<file path="config.mk">
export PLATFORM = sky130hd
export DESIGN_NAME = spi_csr_bank
export DESIGN_NICKNAME = d
export VERILOG_FILES = /design/src/rtl/spi_csr_pkg.sv /design/src/rtl/spi_csr_decode.sv /design/src/rtl/spi_csr_alias_reg.sv /design/src/rtl/spi_csr_flags.sv /design/src/rtl/spi_csr_bank.sv
export SDC_FILE = /design/constraint.sdc
export NUM_CORES = 1
export LEC_CHECK = 0
export CORE_ASPECT_RATIO = 1.2
export CORE_UTILIZATION = 51
export CTS_CLUSTER_DIAMETER = 50
export DETAILED_ROUTE_END_ITERATION = 6
export PLACE_DENSITY_LB_ADDON = 0.2
export SLEW_MARGIN = 25
export SYNTH_ARGS = -nofsm -noshare
export SYNTH_HDL_FRONTEND = slang
export SYNTH_SLANG_ARGS = --single-unit
</file>
<file path="constraint.sdc">
create_clock -name clk -period 3.2 [get_ports clk]
set_input_delay 0.32 -clock clk [delete_from_list [all_inputs] [get_ports clk]]
set_output_delay 0.32 -clock clk [all_outputs]
set_load 0.02 [all_outputs]
</file>
<file path="src/rtl/spi_csr_pkg.sv">
package spi_csr_pkg;

    localparam int DATA_W  = 32;
    localparam int BAUD_W  = 9;
    localparam int LVL_W   = 5;
    localparam int NFLAG   = 3;

    // status bit positions
    localparam int POS_RX_EMPTY = 5;
    localparam int POS_TX_LVL   = 16;
    localparam int POS_RX_LVL   = 24;
    // sticky flags: index 0 overrun, 1 underrun, 2 frame error
    localparam int FLAG_POS [NFLAG] = '{6, 8, 12};

    // group numbers (word address bits above the two alias bits)
    localparam int GRP_CTRL  = 0;
    localparam int GRP_STAT  = 1;
    localparam int GRP_BUF   = 2;
    localparam int GRP_BAUD  = 3;
    localparam int GRP_CTRL2 = 4;

    typedef enum logic [2:0] {
        WOP_NONE,
        WOP_LOAD,
        WOP_CLR,
        WOP_SET,
        WOP_FLIP
    } wop_e;

    typedef enum logic [2:0] {
        TGT_NONE,
        TGT_CTRL,
        TGT_STAT,
        TGT_BUF,
        TGT_BAUD,
        TGT_CTRL2
    } tgt_e;

    typedef struct packed {
        tgt_e tgt;
        wop_e op;
    } dec_t;

endpackage

</file>
<file path="src/rtl/spi_csr_decode.sv">
module spi_csr_decode
    import spi_csr_pkg::*;
#(
    parameter int WA_W = 6
) (
    input  logic [WA_W-1:0] word,
    output dec_t            dec
);
    localparam int GRP_W = WA_W - 2;

    logic [GRP_W-1:0] grp;
    logic [1:0]       sub;
    wop_e             alias_op;

    always_comb begin
        grp = word[WA_W-1:2];
        sub = word[1:0];
        case (sub)
            2'd0:    alias_op = WOP_LOAD;
            2'd1:    alias_op = WOP_CLR;
            2'd2:    alias_op = WOP_SET;
            default: alias_op = WOP_FLIP;
        endcase

        dec.tgt = TGT_NONE;
        dec.op  = WOP_NONE;
        if (grp == GRP_W'(GRP_CTRL)) begin
            dec.tgt = TGT_CTRL;
            dec.op  = alias_op;
        end else if (grp == GRP_W'(GRP_STAT)) begin
            dec.tgt = TGT_STAT;
            dec.op  = alias_op;
        end else if (grp == GRP_W'(GRP_CTRL2)) begin
            dec.tgt = TGT_CTRL2;
            dec.op  = alias_op;
        end else if (sub == 2'd0 && grp == GRP_W'(GRP_BUF)) begin
            dec.tgt = TGT_BUF;
            dec.op  = WOP_LOAD;
        end else if (sub == 2'd0 && grp == GRP_W'(GRP_BAUD)) begin
            dec.tgt = TGT_BAUD;
            dec.op  = WOP_LOAD;
        end
    end
endmodule

</file>
<file path="src/rtl/spi_csr_alias_reg.sv">
module spi_csr_alias_reg
    import spi_csr_pkg::*;
#(
    parameter int           W   = 32,
    parameter logic [W-1:0] RST = '0
) (
    input  logic         clk,
    input  logic         rst_n,
    input  logic         wen,
    input  wop_e         op,
    input  logic [W-1:0] wdata,
    output logic [W-1:0] q
);
    typedef struct packed {
        logic [W-1:0] val;
    } st_t;

    st_t st_d, st_q;

    always_comb begin
        st_d = st_q;
        if (wen) begin
            case (op)
                WOP_LOAD: st_d.val = wdata;
                WOP_CLR:  st_d.val = st_q.val & ~wdata;
                WOP_SET:  st_d.val = st_q.val | wdata;
                WOP_FLIP: st_d.val = st_q.val ^ wdata;
                default:  st_d.val = st_q.val;
            endcase
        end
    end

    always_ff @(posedge clk or negedge rst_n) begin
        if (!rst_n) st_q <= '{val: RST};
        else        st_q <= st_d;
    end

    assign q = st_q.val;
endmodule

</file>
<file path="src/rtl/spi_csr_flags.sv">
module spi_csr_flags
    import spi_csr_pkg::*;
(
    input  logic             clk,
    input  logic             rst_n,
    input  logic             sw_en,
    input  wop_e             op,
    input  logic [NFLAG-1:0] sw_bits,
    input  logic [NFLAG-1:0] evt,
    output logic [NFLAG-1:0] flags
);
    typedef struct packed {
        logic [NFLAG-1:0] f;
    } st_t;

    st_t st_d, st_q;
    logic [NFLAG-1:0] sw_next;

    always_comb begin
        sw_next = st_q.f;
        if (sw_en) begin
            case (op)
                WOP_LOAD: sw_next = sw_bits;
                WOP_CLR:  sw_next = st_q.f & ~sw_bits;
                WOP_SET:  sw_next = st_q.f | sw_bits;
                WOP_FLIP: sw_next = st_q.f ^ sw_bits;
                default:  sw_next = st_q.f;
            endcase
        end
        // a hardware event outranks any software change in the same cycle
        st_d.f = sw_next | evt;
    end

    always_ff @(posedge clk or negedge rst_n) begin
        if (!rst_n) st_q <= '0;
        else        st_q <= st_d;
    end

    assign flags = st_q.f;
endmodule

</file>
<file path="src/rtl/spi_csr_bank.sv">
module spi_csr_bank
    import spi_csr_pkg::*;
#(
    parameter int WA_W = 6
) (
    input  logic              clk,
    input  logic              rst_n,
    input  logic              bus_wr,
    input  logic              bus_rd,
    input  logic [WA_W-1:0]   bus_word,
    input  logic [31:0]       bus_wdata,
    output logic [31:0]       bus_rdata,
    output logic [31:0]       ctrl_o,
    output logic [31:0]       ctrl2_o,
    output logic [8:0]        baud_o,
    output logic              txq_push,
    output logic [31:0]       txq_data,
    output logic              rxq_pop,
    input  logic [31:0]       rxq_data,
    input  logic [4:0]        txq_level,
    input  logic [4:0]        rxq_level,
    input  logic              rxq_empty,
    input  logic              evt_rx_ovf,
    input  logic              evt_tx_udr,
    input  logic              evt_frame
);
    dec_t             dec;
    logic [NFLAG-1:0] flag_q;
    logic [NFLAG-1:0] flag_wbits;
    logic [DATA_W-1:0] stat_word;

    spi_csr_decode #(.WA_W(WA_W)) u_dec (
        .word (bus_word),
        .dec  (dec)
    );

    spi_csr_alias_reg #(.W(DATA_W)) u_ctrl (
        .clk   (clk),
        .rst_n (rst_n),
        .wen   (bus_wr && dec.tgt == TGT_CTRL),
        .op    (dec.op),
        .wdata (bus_wdata),
        .q     (ctrl_o)
    );

    spi_csr_alias_reg #(.W(DATA_W)) u_ctrl2 (
        .clk   (clk),
        .rst_n (rst_n),
        .wen   (bus_wr && dec.tgt == TGT_CTRL2),
        .op    (dec.op),
        .wdata (bus_wdata),
        .q     (ctrl2_o)
    );

    spi_csr_alias_reg #(.W(BAUD_W)) u_baud (
        .clk   (clk),
        .rst_n (rst_n),
        .wen   (bus_wr && dec.tgt == TGT_BAUD),
        .op    (dec.op),
        .wdata (bus_wdata[BAUD_W-1:0]),
        .q     (baud_o)
    );

    always_comb begin
        for (int i = 0; i < NFLAG; i++) flag_wbits[i] = bus_wdata[FLAG_POS[i]];
    end

    spi_csr_flags u_flags (
        .clk     (clk),
        .rst_n   (rst_n),
        .sw_en   (bus_wr && dec.tgt == TGT_STAT),
        .op      (dec.op),
        .sw_bits (flag_wbits),
        .evt     ({evt_frame, evt_tx_udr, evt_rx_ovf}),
        .flags   (flag_q)
    );

    always_comb begin
        stat_word = '0;
        stat_word[POS_RX_EMPTY] = rxq_empty;
        stat_word[POS_TX_LVL +: LVL_W] = txq_level;
        stat_word[POS_RX_LVL +: LVL_W] = rxq_level;
        for (int i = 0; i < NFLAG; i++) stat_word[FLAG_POS[i]] = flag_q[i];
    end

    always_comb begin
        case (dec.tgt)
            TGT_CTRL:  bus_rdata = ctrl_o;
            TGT_CTRL2: bus_rdata = ctrl2_o;
            TGT_STAT:  bus_rdata = stat_word;
            TGT_BUF:   bus_rdata = rxq_data;
            TGT_BAUD:  bus_rdata = {{(DATA_W-BAUD_W){1'b0}}, baud_o};
            default:   bus_rdata = '0;
        endcase
    end

    assign txq_push = bus_wr && dec.tgt == TGT_BUF;
    assign txq_data = bus_wdata;
    assign rxq_pop  = bus_rd && dec.tgt == TGT_BUF;
endmodule

</file>
==> results.md <==
- Status: finished with violations
- Failing checks: DRC
- Clock group share of total power: 31.2%
- Total Nets Final: 1269
- Seq/Total Area, Yosys: 25.3%
- Max Clock Freq: 337 MHz
- # DRC: 8
- Clk_skew: 0 ps
- Part of the power in registers: about a third
- Fin crit share: about 93%
- CTS tree: done
- First-pass GRT wire length: about 36000 um
- Routed WL: 22900 um
- Leakage: 4.67 nW
- Filler cell count: 1151
- Initial core utilization: a little over half
- Setup TNS: 0 ps
- 1st-iter DRT viols: between 400 and 500
- Share of cells above drive strength 1: 6.39%
- Final ANT Viol Nets: 0
- Worst slew margin: 49.6%
- Worst r2r src: u_flags.flags[2]
- Tot Pwr: 4.11 mW
- Setup bufs post-CTS: 0
- Switch share: 34.9%
- Worst min-delay path category: in -> async
- Worst-Margin Slew: 756 ps
- Root buffer selected by CTS: clkbuf_16
- Post-Synthesis Cell Area: 0.00752 mm2
- Most frequent cells in the layout: 225 x clkdlybuf4s50_1, 137 x ha_1, 115 x inv_1
- Max-slew violations: 0
- CTS Hold Bufs: 0
- Critical Setup Path Class: in -> out
- Gr usage total: 30.0%
- Antenna cell count: 0
- DP Wirelength: 15600 um
- P_sw: 1.43 mW
- Number of synthesized flops with an enable pin: 0
- Power Dens Cells: 405 mW/mm2
- Leading register cell type out of synthesis: dfrtp_1
- Post-route insts no fill: 1224
- I/O pin count: ~230
- Row count: 48
- Worst skew pair latency: 340 ps
- Worst path cell trace: clkdlybuf4s50_1 -> nand2_1 -> nor4_4 -> buf_4 -> a222oi_1 -> nand2_1 -> clkdlybuf4s50_1
- Max_cap viols: 0
- GPL Wtd Cong: 0.858
- Worst setup SP type: input pin
- Synth Register Bits: 76
- Number of global-route vias before repair: 7253
- Worst Setup SP: bus_word[3]
- Peak supply drop: 250 uV
- Clk slew on worst S/H paths: about 60 ps
- # setup viols final: 0
- Post-synth cell types: 45
- Syn nets: around 1100
- Clock Path Buffers: 2
- CP peak stage delay: roughly 760 ps
- Synthesis-to-finish area growth: 35.0%
- H-tree levels: 3
- Syn Inst Count: 872
- Critical path peak fanout: 20
- Synth Warn #: 0
- Full die area: 0.0152 mm2
- CTS Sinks: 76
- Die Wd: 113 um
- Logic pwr share: 36.1%
- Pint: ~2.7 mW
- Routed len/inst: 18.7 um
- Placed cells: 1208
- Crit end category: output pin
- Worst path required time: 2880 ps
- Total core area: approximately 0.014 mm2
- TritonCTS Buffers: 9
- Slowest cell on crit path: clkdlybuf4s50_1
- Overall die height: 135 um
- Gr ovfl total: 0
- Most common cell after layout, fill and taps aside: clkdlybuf4s50_1
- Crit path time final: 2970 ps
- Initial antenna violation count: 0
- Mean Syn Cell Area: 8.62 um2
- Port Buffer Count: 226
- CP Data Arrival Time: 2650 ps
- RSZ-0062 raised after global routing: false
- Vias: 7501
- Pre-antenna DRT Iters: 7
- Count of final hold-check violations: 0
- FFs w/ async S/R, synth: 100%
- Largest net degree at the start of global routing: 55
- Resize count post-CTS: 0
- DR vias/cell: 6.13
-- cells in the mapped netlist (2+ instances only) --
cell type | n | area share (%)
inv_1 | 115 | 5.7
buf_4 | 34 | 3.4
o22a_1 | 16 | 1.9
nor4b_4 | 2 | 0.63
a31oi_1 | 32 | 2.7
buf_6 | 4 | 0.60
o211ai_1 | 36 | 3.6
a22oi_1 | 67 | 6.7
nand3_1 | 3 | 0.20
clkbuf_1 | 31 | 1.5
buf_2 | 28 | 1.9
and2_1 | 20 | 1.7
a221oi_1 | 33 | 3.8
o21ai_0 | 17 | 1.1
nand2_1 | 91 | 4.5
nor2_1 | 26 | 1.3
nor3_1 | 2 | 0.13
ha_1 | 137 | 23
dfrtp_1 | 76 | 25
a21oi_1 | 42 | 2.8
buf_1 | 4 | 0.20
nor4_2 | 2 | 0.33
a222oi_1 | 32 | 4.3
-- worst max-delay path: cells and delay by family --
kind,cells,cell delay [ps]
compound gates,1,150
buf+inv,3,1650
simple gates,3,530
-- path summary, 6_finish.rpt --
path / end / slack, ps / cells after the start
max in group asynchronous: u_ctrl.q[2] / 2450 / 2
worst min register to register: u_baud.q[5] / 570 / 2
worst max register to register: u_flags.flags[2] / 1630 / 5
worst min-delay path: u_ctrl2.q[21] / 40 / 1
min in group clk: u_baud.q[5] / 570 / 2
worst max-delay path: bus_rdata[5] / 230 / 7
-- layout make-up --
type / count / area (um2) / share of cell area [%]
Tap cell: 175 / 219 / 2.16
Clock buffer: 13 / 280 / 2.76
Sequential cell: 76 / 1900 / 18.7
Clock inverter: 3 / 90.1 / 0.888
Inverter: 115 / 432 / 4.25
Multi-Input combinational cell: 580 / 4670 / 46.0
Timing Repair Buffer: 262 / 2550 / 25.2
-- registers in the layout, indices dropped and copies added, names as in the netlist --
signal and flops:
u_ctrl.q 32, u_baud.q 9, u_flags.flags 3, u_ctrl2.q 32
-- cells by family (layout without fill, tap and decap cells) --
logic type | after synthesis | after routing | synth area share [%]
mux | 1 | 1 | 0.133
simple gates | 153 | 153 | 9.57
fa+ha+maj | 137 | 137 | 22.8
compound gates | 289 | 289 | 28.9
flops | 76 | 76 | 25.3
buf+inv | 216 | 393 | 13.3
-- per-stage QoR --
step | util, % | setup slack (ps) | hold WS (ps) | area (um2)
after floorplan | - | 1100 | 24.4 | 7520
after global placement | 67.8 | 283 | 430 | 9780
after detailed placement | 67.8 | 230 | 437 | 9780
after CTS | 70.4 | 232 | 62.8 | 10100
after global routing | 70.4 | 90.3 | 101 | 10100
final | 70.4 | 234 | 39.0 | 10100
-- layer usage --
| metal | vias up | GRT usage [%] | part of all wire [%] |
|---|---|---|---|
| li1 | 3479 | - | - |
| met1 | 3613 | 37.0 | 40 |
| met2 | 359 | 52.9 | 50 |
| met3 | 50 | 3.77 | 6.7 |
| met4 | 0 | 12.4 | 2.4 |
| met5 | - | 0 | 0 |
-- power by group through the flow --
stage          clock (mW)  sequential (mW)  combinational [mW]
2_1_floorplan           0             1.49               0.616
3_3_place_gp            0             1.35                1.43
3_5_place_dp            0             1.35                1.47
4_1_cts              1.29             1.34                1.49
5_1_grt              1.33             1.37                1.63
6_report             1.28             1.34                1.48
No activity file was read; power rests on OpenSTA's default activity.
